`config.mk`:
```
export PLATFORM = sky130hd
export DESIGN_NAME = pmu_xlate
export DESIGN_NICKNAME = d
export VERILOG_FILES = /design/src/rtl/pmu_pkg.sv /design/src/rtl/pmu_map_regs.sv /design/src/rtl/pmu_classify.sv /design/src/rtl/pmu_xlate.sv
export SDC_FILE = /design/constraint.sdc
export NUM_CORES = 1
export LEC_CHECK = 0
export CAP_MARGIN = 20
export CORE_ASPECT_RATIO = 1.75
export CORE_MARGIN = 1.5
export CORE_UTILIZATION = 55
export CTS_CLUSTER_SIZE = 24
export DETAILED_ROUTE_END_ITERATION = 8
export GPL_TIMING_DRIVEN = 0
export PLACE_DENSITY = 0.81
export SYNTH_ARGS = -nofsm -noshare
export SYNTH_HDL_FRONTEND = slang
export SYNTH_SLANG_ARGS = --single-unit
```
`constraint.sdc`:
```
create_clock -name clk -period 3.3 [get_ports clk]
set_input_delay 0.66 -clock clk [delete_from_list [all_inputs] [get_ports clk]]
set_output_delay 0.66 -clock clk [all_outputs]
set_load 0.02 [all_outputs]
```
`src/rtl/pmu_pkg.sv`:
```
package pmu_pkg;

   typedef struct packed {
      logic resident;
      logic dirty;
      logic ro;
   } pmu_flags_t;

   typedef enum logic [1:0] {
      RES_NONE   = 2'd0,
      RES_HIT    = 2'd1,
      RES_PFAULT = 2'd2,
      RES_PROT   = 2'd3
   } pmu_result_e;

endpackage

```
`src/rtl/pmu_map_regs.sv`:
```
module pmu_map_regs
   import pmu_pkg::*;
#(
   parameter int VPN_W  = 4,
   parameter int PPN_W  = 3,
   parameter bit HAS_RO = 1'b1
) (
   input  logic             clk,
   input  logic             rst_n,
   input  logic             wr_en,
   input  logic [VPN_W-1:0] wr_idx,
   input  pmu_flags_t       wr_flags,
   input  logic [PPN_W-1:0] wr_ppn,
   input  logic             set_en,
   input  logic [VPN_W-1:0] set_idx,
   input  logic [VPN_W-1:0] lk_idx,
   output pmu_flags_t       lk_flags,
   output logic [PPN_W-1:0] lk_ppn,
   input  logic [VPN_W-1:0] rd_idx,
   output pmu_flags_t       rd_flags,
   output logic [PPN_W-1:0] rd_ppn
);

   localparam int NUM = 1 << VPN_W;

   pmu_flags_t       flags_q [NUM];
   logic [PPN_W-1:0] ppn_q   [NUM];
   logic             wr_ro_eff;

   generate
      if (HAS_RO) begin : g_ro
         assign wr_ro_eff = wr_flags.ro;
      end else begin : g_no_ro
         assign wr_ro_eff = 1'b0;
      end
   endgenerate

   generate
      for (genvar i = 0; i < NUM; i++) begin : g_ent
         always_ff @(posedge clk) begin
            if (!rst_n) begin
               flags_q[i] <= '0;
               ppn_q[i]   <= '0;
            end else if (wr_en && wr_idx == VPN_W'(i)) begin
               flags_q[i].resident <= wr_flags.resident;
               flags_q[i].dirty    <= wr_flags.dirty;
               flags_q[i].ro       <= wr_ro_eff;
               ppn_q[i]            <= wr_ppn;
            end else if (set_en && set_idx == VPN_W'(i)) begin
               flags_q[i].dirty <= 1'b1;
            end
         end
      end
   endgenerate

   assign lk_flags = flags_q[lk_idx];
   assign lk_ppn   = ppn_q[lk_idx];
   assign rd_flags = flags_q[rd_idx];
   assign rd_ppn   = ppn_q[rd_idx];

   logic armed_q;
   always_ff @(posedge clk) begin
      if (!rst_n) armed_q <= 1'b0;
      else        armed_q <= 1'b1;
   end

   // a dirty set that no write overrides leaves the entry dirty
   assert_dirty_set_R6: assert property (@(posedge clk) disable iff (!rst_n)
      (armed_q && $past(set_en && !(wr_en && wr_idx == set_idx)))
         |-> flags_q[$past(set_idx)].dirty);

   // the maintenance write lands in full, even against a dirty set
   assert_write_wins_R10: assert property (@(posedge clk) disable iff (!rst_n)
      (armed_q && $past(wr_en))
         |-> (flags_q[$past(wr_idx)].dirty == $past(wr_flags.dirty)
              && flags_q[$past(wr_idx)].resident == $past(wr_flags.resident)
              && ppn_q[$past(wr_idx)] == $past(wr_ppn)));

endmodule

```
`src/rtl/pmu_classify.sv`:
```
module pmu_classify
   import pmu_pkg::*;
(
   input  logic        acc_valid,
   input  logic        acc_store,
   input  pmu_flags_t  flags,
   output pmu_result_e kind,
   output logic        set_dirty
);

   always_comb begin
      kind = RES_NONE;
      if (acc_valid) begin
         if (!flags.resident)             kind = RES_PFAULT;
         else if (acc_store && flags.ro)  kind = RES_PROT;
         else                             kind = RES_HIT;
      end
      set_dirty = (kind == RES_HIT) && acc_store;
   end

endmodule

```
`src/rtl/pmu_xlate.sv`:
```
module pmu_xlate
   import pmu_pkg::*;
#(
   parameter int VA_W   = 12,
   parameter int PA_W   = 11,
   parameter int OFS_W  = 8,
   parameter bit HAS_RO = 1'b1
) (
   input  logic                  clk,
   input  logic                  rst_n,
   input  logic                  acc_valid,
   input  logic [VA_W-1:0]       acc_vaddr,
   input  logic                  acc_store,
   output logic                  res_hit,
   output logic                  res_page_fault,
   output logic                  res_prot_fault,
   output logic [PA_W-1:0]       res_paddr,
   input  logic                  upd_wr,
   input  logic [VA_W-OFS_W-1:0] upd_idx,
   input  logic                  upd_resident,
   input  logic                  upd_dirty,
   input  logic                  upd_ro,
   input  logic [PA_W-OFS_W-1:0] upd_ppn,
   input  logic [VA_W-OFS_W-1:0] rd_idx,
   output logic                  rd_resident,
   output logic                  rd_dirty,
   output logic                  rd_ro,
   output logic [PA_W-OFS_W-1:0] rd_ppn
);

   localparam int VPN_W = VA_W - OFS_W;
   localparam int PPN_W = PA_W - OFS_W;

   generate
      if (VPN_W < 1) begin : g_bad_va
         $error("pmu_xlate: VA_W must exceed OFS_W");
      end
      if (PPN_W < 1) begin : g_bad_pa
         $error("pmu_xlate: PA_W must exceed OFS_W");
      end
      if (VPN_W > 10) begin : g_bad_map
         $error("pmu_xlate: page map too large for flip-flops");
      end
   endgenerate

   logic [VPN_W-1:0] vpn;
   logic [OFS_W-1:0] ofs;
   assign vpn = acc_vaddr[VA_W-1:OFS_W];
   assign ofs = acc_vaddr[OFS_W-1:0];

   pmu_flags_t       lk_flags, rd_flags, wr_flags;
   logic [PPN_W-1:0] lk_ppn;
   pmu_result_e      kind;
   logic             set_dirty;

   assign wr_flags = '{resident: upd_resident, dirty: upd_dirty, ro: upd_ro};

   pmu_map_regs #(.VPN_W(VPN_W), .PPN_W(PPN_W), .HAS_RO(HAS_RO)) u_map (
      .clk      (clk),
      .rst_n    (rst_n),
      .wr_en    (upd_wr),
      .wr_idx   (upd_idx),
      .wr_flags (wr_flags),
      .wr_ppn   (upd_ppn),
      .set_en   (set_dirty),
      .set_idx  (vpn),
      .lk_idx   (vpn),
      .lk_flags (lk_flags),
      .lk_ppn   (lk_ppn),
      .rd_idx   (rd_idx),
      .rd_flags (rd_flags),
      .rd_ppn   (rd_ppn)
   );

   pmu_classify u_cls (
      .acc_valid (acc_valid),
      .acc_store (acc_store),
      .flags     (lk_flags),
      .kind      (kind),
      .set_dirty (set_dirty)
   );

   pmu_result_e     kind_q;
   logic [PA_W-1:0] paddr_q;

   always_ff @(posedge clk) begin
      if (!rst_n) begin
         kind_q  <= RES_NONE;
         paddr_q <= '0;
      end else begin
         kind_q  <= kind;
         paddr_q <= (kind == RES_HIT) ? {lk_ppn, ofs} : '0;
      end
   end

   assign res_hit        = (kind_q == RES_HIT);
   assign res_page_fault = (kind_q == RES_PFAULT);
   assign res_prot_fault = (kind_q == RES_PROT);
   assign res_paddr      = paddr_q;
   assign rd_resident    = rd_flags.resident;
   assign rd_dirty       = rd_flags.dirty;
   assign rd_ro          = rd_flags.ro;

   logic armed_q;
   always_ff @(posedge clk) begin
      if (!rst_n) armed_q <= 1'b0;
      else        armed_q <= 1'b1;
   end

   assert_one_result_R8: assert property (@(posedge clk) disable iff (!rst_n)
      $onehot0({res_hit, res_page_fault, res_prot_fault}));

   assert_idle_quiet_R3: assert property (@(posedge clk) disable iff (!rst_n)
      (armed_q && !$past(acc_valid))
         |-> !(res_hit || res_page_fault || res_prot_fault || res_paddr != '0));

   assert_offset_kept_R2: assert property (@(posedge clk) disable iff (!rst_n)
      (armed_q && res_hit) |-> res_paddr[OFS_W-1:0] == $past(acc_vaddr[OFS_W-1:0]));

   assert_fault_no_addr_R5: assert property (@(posedge clk) disable iff (!rst_n)
      res_page_fault |-> res_paddr == '0);

endmodule

```
==> run_results.csv <==
group,metric,value,unit
layout,syn2layout_area_growth,15.9,%
power_and_ir_drop,powerDensity,465,nW/um2
clocking,cts_hold_buf,0,
timing,finClkSkew,0.00583,ns
logic_synthesis,syn_nets,474,
route,via_count,4231,
clocking,worstSkewPairLatency,0.35,ns
clocking,clock-sinks,109,
logic_synthesis,yosysSeqAreaShare,0.534,
critical_path,crit_slowest_cell,"mux4_2",
critical_path,cp_common_cell,"mux4_2",
global_routing,antenna_found_initial,0,
route,post-route-drc-count,0,
critical_path,slowest_delay,0.57,ns
clocking,tritoncts.num_buffers,9,
route,drt-total-wl,16.4,mm
hold_path,hold_class,"input pin to register",
critical_path,arrival,2.46,ns
die,die-area,11400,um2
clocking,clockBufferDepth,2,
timing,period_minus_slack,3.12,ns
logic_synthesis,ys_warn_count,0,
power_and_ir_drop,p_total,0.00317,W
route,vias_per_cell,6.68,
global_routing,grt_max_degree,17,
power_and_ir_drop,power.share.clock,0.346,
critical_path,reg2reg_slack,1.10,ns
clocking,clkSlewWorstSetupHoldPaths,0.07,ns
global_routing,grtUsageTotal,0.310,
place,port_buffers,43,
die,fp.dieH,140,um
timing,relSlewSlack,0.172,
layout,layout_commonest_cell,"edfxtp_1",
timing,max_freq,321,MHz
route,dr.pass1.iters,6,
timing,finalHoldViolCount,0,
route,first_iter_violations,552,
power_and_ir_drop,comb_power_share,0.146,
place,dp.cells,613,
power_and_ir_drop,p_sw,0.000786,W
layout,final_cells,633,
logic_synthesis,synth.avg_cell_area,13.3,um2
power_and_ir_drop,swShare,0.248,
global_routing,grt_pass1_vias,4246,
die,die_w,81.2,um
layout,drive_above_1_share,0.184,
place,hpwlAfterDp,12.3,mm
clocking,clk_root_buffer_cell,"clkbuf_16",
layout,nNetsFinal,532,
global_routing,grt_overflow_total,0,
route,wl_per_cell,26.0,um
logic_synthesis,synth_area,5890,um2
critical_path,worstSetupPathType,"input pin to output pin",
logic_synthesis,ys_ff_latch,109,
global_routing,grt_first_pass_wirelength,24.4,mm
die,initial_core_util,0.568,
logic_synthesis,postSynthCellCount,443,
die,rows,49,
power_and_ir_drop,intPower,0.00239,W
timing,tightestPinTransition,1.23,ns
run_status,status,"complete, no violations",
die,num_io_pins,51,
timing,final.setup.tns,0,ns
clocking,cts_tree,"built",
logic_synthesis,ys_types,33,
critical_path,worstPathCellList,"buf_4 > buf_8 > mux4_2 > mux4_2 > dlygate4sd2_1",
power_and_ir_drop,ir_drop,0.000420,V
timing,drv_slew,0,
layout,final_cell_mix,"edfxtp_1 (96), and2_1 (85), mux4_2 (48), clkdlybuf4s50_1 (37), nand2_1 (35)",
run,maxCapViolCount,0,
timing,finalSetupViolCount,0,
power_and_ir_drop,leakage,2.31,nW
power_and_ir_drop,p_seq_frac,0.508,
timing,rsz0062_at_grt,"no",
layout,diodes,0,
place,gp_congestion,0.966,
clocking,htree_levels,3,
die,core,10400,um2
critical_path,cp-end-kind,"output pin",
critical_path,critPathMaxFanout,10,
timing,period_share,0.944,
route,antenna_left,0,
critical_path,required,2.64,ns
critical_path,critPathLaunchType,"input pin",
-- Yosys cell counts (all sizes together) --
cell      n  area (um2)
nand4b    2        17.5
nand3b    3        22.5
mux2i     4        40.0
o31ai     8        60.1
nor2     22        82.6
buf      14        78.8
and2     85         532
a41o      1        10.0
or2       1        6.26
nand2    35         131
a22o      6        52.6
mux4     48        1080
nand3     2        10.0
mux2      1        11.3
o21bai    8        60.1
a31o      1        8.76
clkbuf   17        63.8
nand4     9        56.3
a21boi    1        7.51
dfxtp    13         260
nand2b   10        62.6
a21oi    11        92.6
and3      2        12.5
nor2b    11        68.8
o21ai    27         135
a21o      1        7.51
a22oi     3        22.5
nand4bb   1        11.3
edfxtp   96        2880
-- critical path, delay by kind of cell --
family	cells	cell delay, ns
mux	2	1.07
buf+inv	3	0.72
-- routing by layer --
layer  up-vias  part of all wire  track usage
met2       299              0.53        0.521
met3        65             0.081       0.0577
li1       1801                 -            -
met5         -                 0            0
met1      2066              0.32        0.339
met4         0             0.072        0.221
-- power by group through the flow --
stage,Combinational (W),Sequential (W),Clock (W)
floorplan,0.000278,0.00163,0
detailed placement,0.000456,0.00164,0
global placement,0.000450,0.00163,0
finish,0.000464,0.00161,0.00110
CTS,0.000456,0.00161,0.00109
global route,0.000486,0.00162,0.00114
-- logic make-up (layout without fill, tap and decap cells) --
| family | count (synthesis) | in the layout | share of synthesized area |
|---|---|---|---|
| simple gates | 183 | 183 | 0.172 |
| flops | 109 | 109 | 0.534 |
| compound gates | 67 | 67 | 0.0776 |
| buf+inv | 31 | 94 | 0.0242 |
| mux | 53 | 53 | 0.192 |
-- registers in the layout, indices dropped and copies added, names as in the netlist --
| register | flops |
|---|---|
| kind_q | 2 |
| u_map.ppn_q | 48 |
| res_paddr | 11 |
| u_map.flags_q | 48 |
-- stage by stage --
| step | utilization | setup slack [ns] | cell area (um2) | hold WS, ns |
|---|---|---|---|---|
| final | 0.658 | 0.183 | 6820 | 0.781 |
| after global routing | 0.658 | 0.145 | 6820 | 0.834 |
| after CTS | 0.656 | 0.000231 | 6800 | 0.778 |
| after detailed placement | 0.625 | -0.493 | 6480 | 0.862 |
| after global placement | 0.625 | -0.464 | 6480 | 0.835 |
| after floorplan | - | 0.438 | 5890 | 0.746 |
-- area by class of cell --
class                           instances  area [um2]
Sequential cell                       109        3140
Buffer                                 31         174
Multi-Input combinational cell        303        2600
Clock buffer                           12         246
Timing Repair Buffer                   47         449
Fill cell                             746        3540
Clock inverter                          4        47.5
Tap cell                              127         159
-- worst paths after layout --
check	cells after the start	startpoint	to
hold / removal	3	upd_dirty	u_map.flags_q[6][1]
setup / recovery	5	rd_idx[0]	rd_resident
setup reg to reg	5	u_map.flags_q[2][2]	u_map.flags_q[8][1]
hold reg to reg	4	u_map.ppn_q[3][0]	res_paddr[8]
-- repair_timing --
item,4_1_cts,5_1_grt
setup endpoints to repair,6,1
setup buffers,0,0
resized for setup,17,1
pin swaps,0,0
No activity file was read; power rests on OpenSTA's default activity.
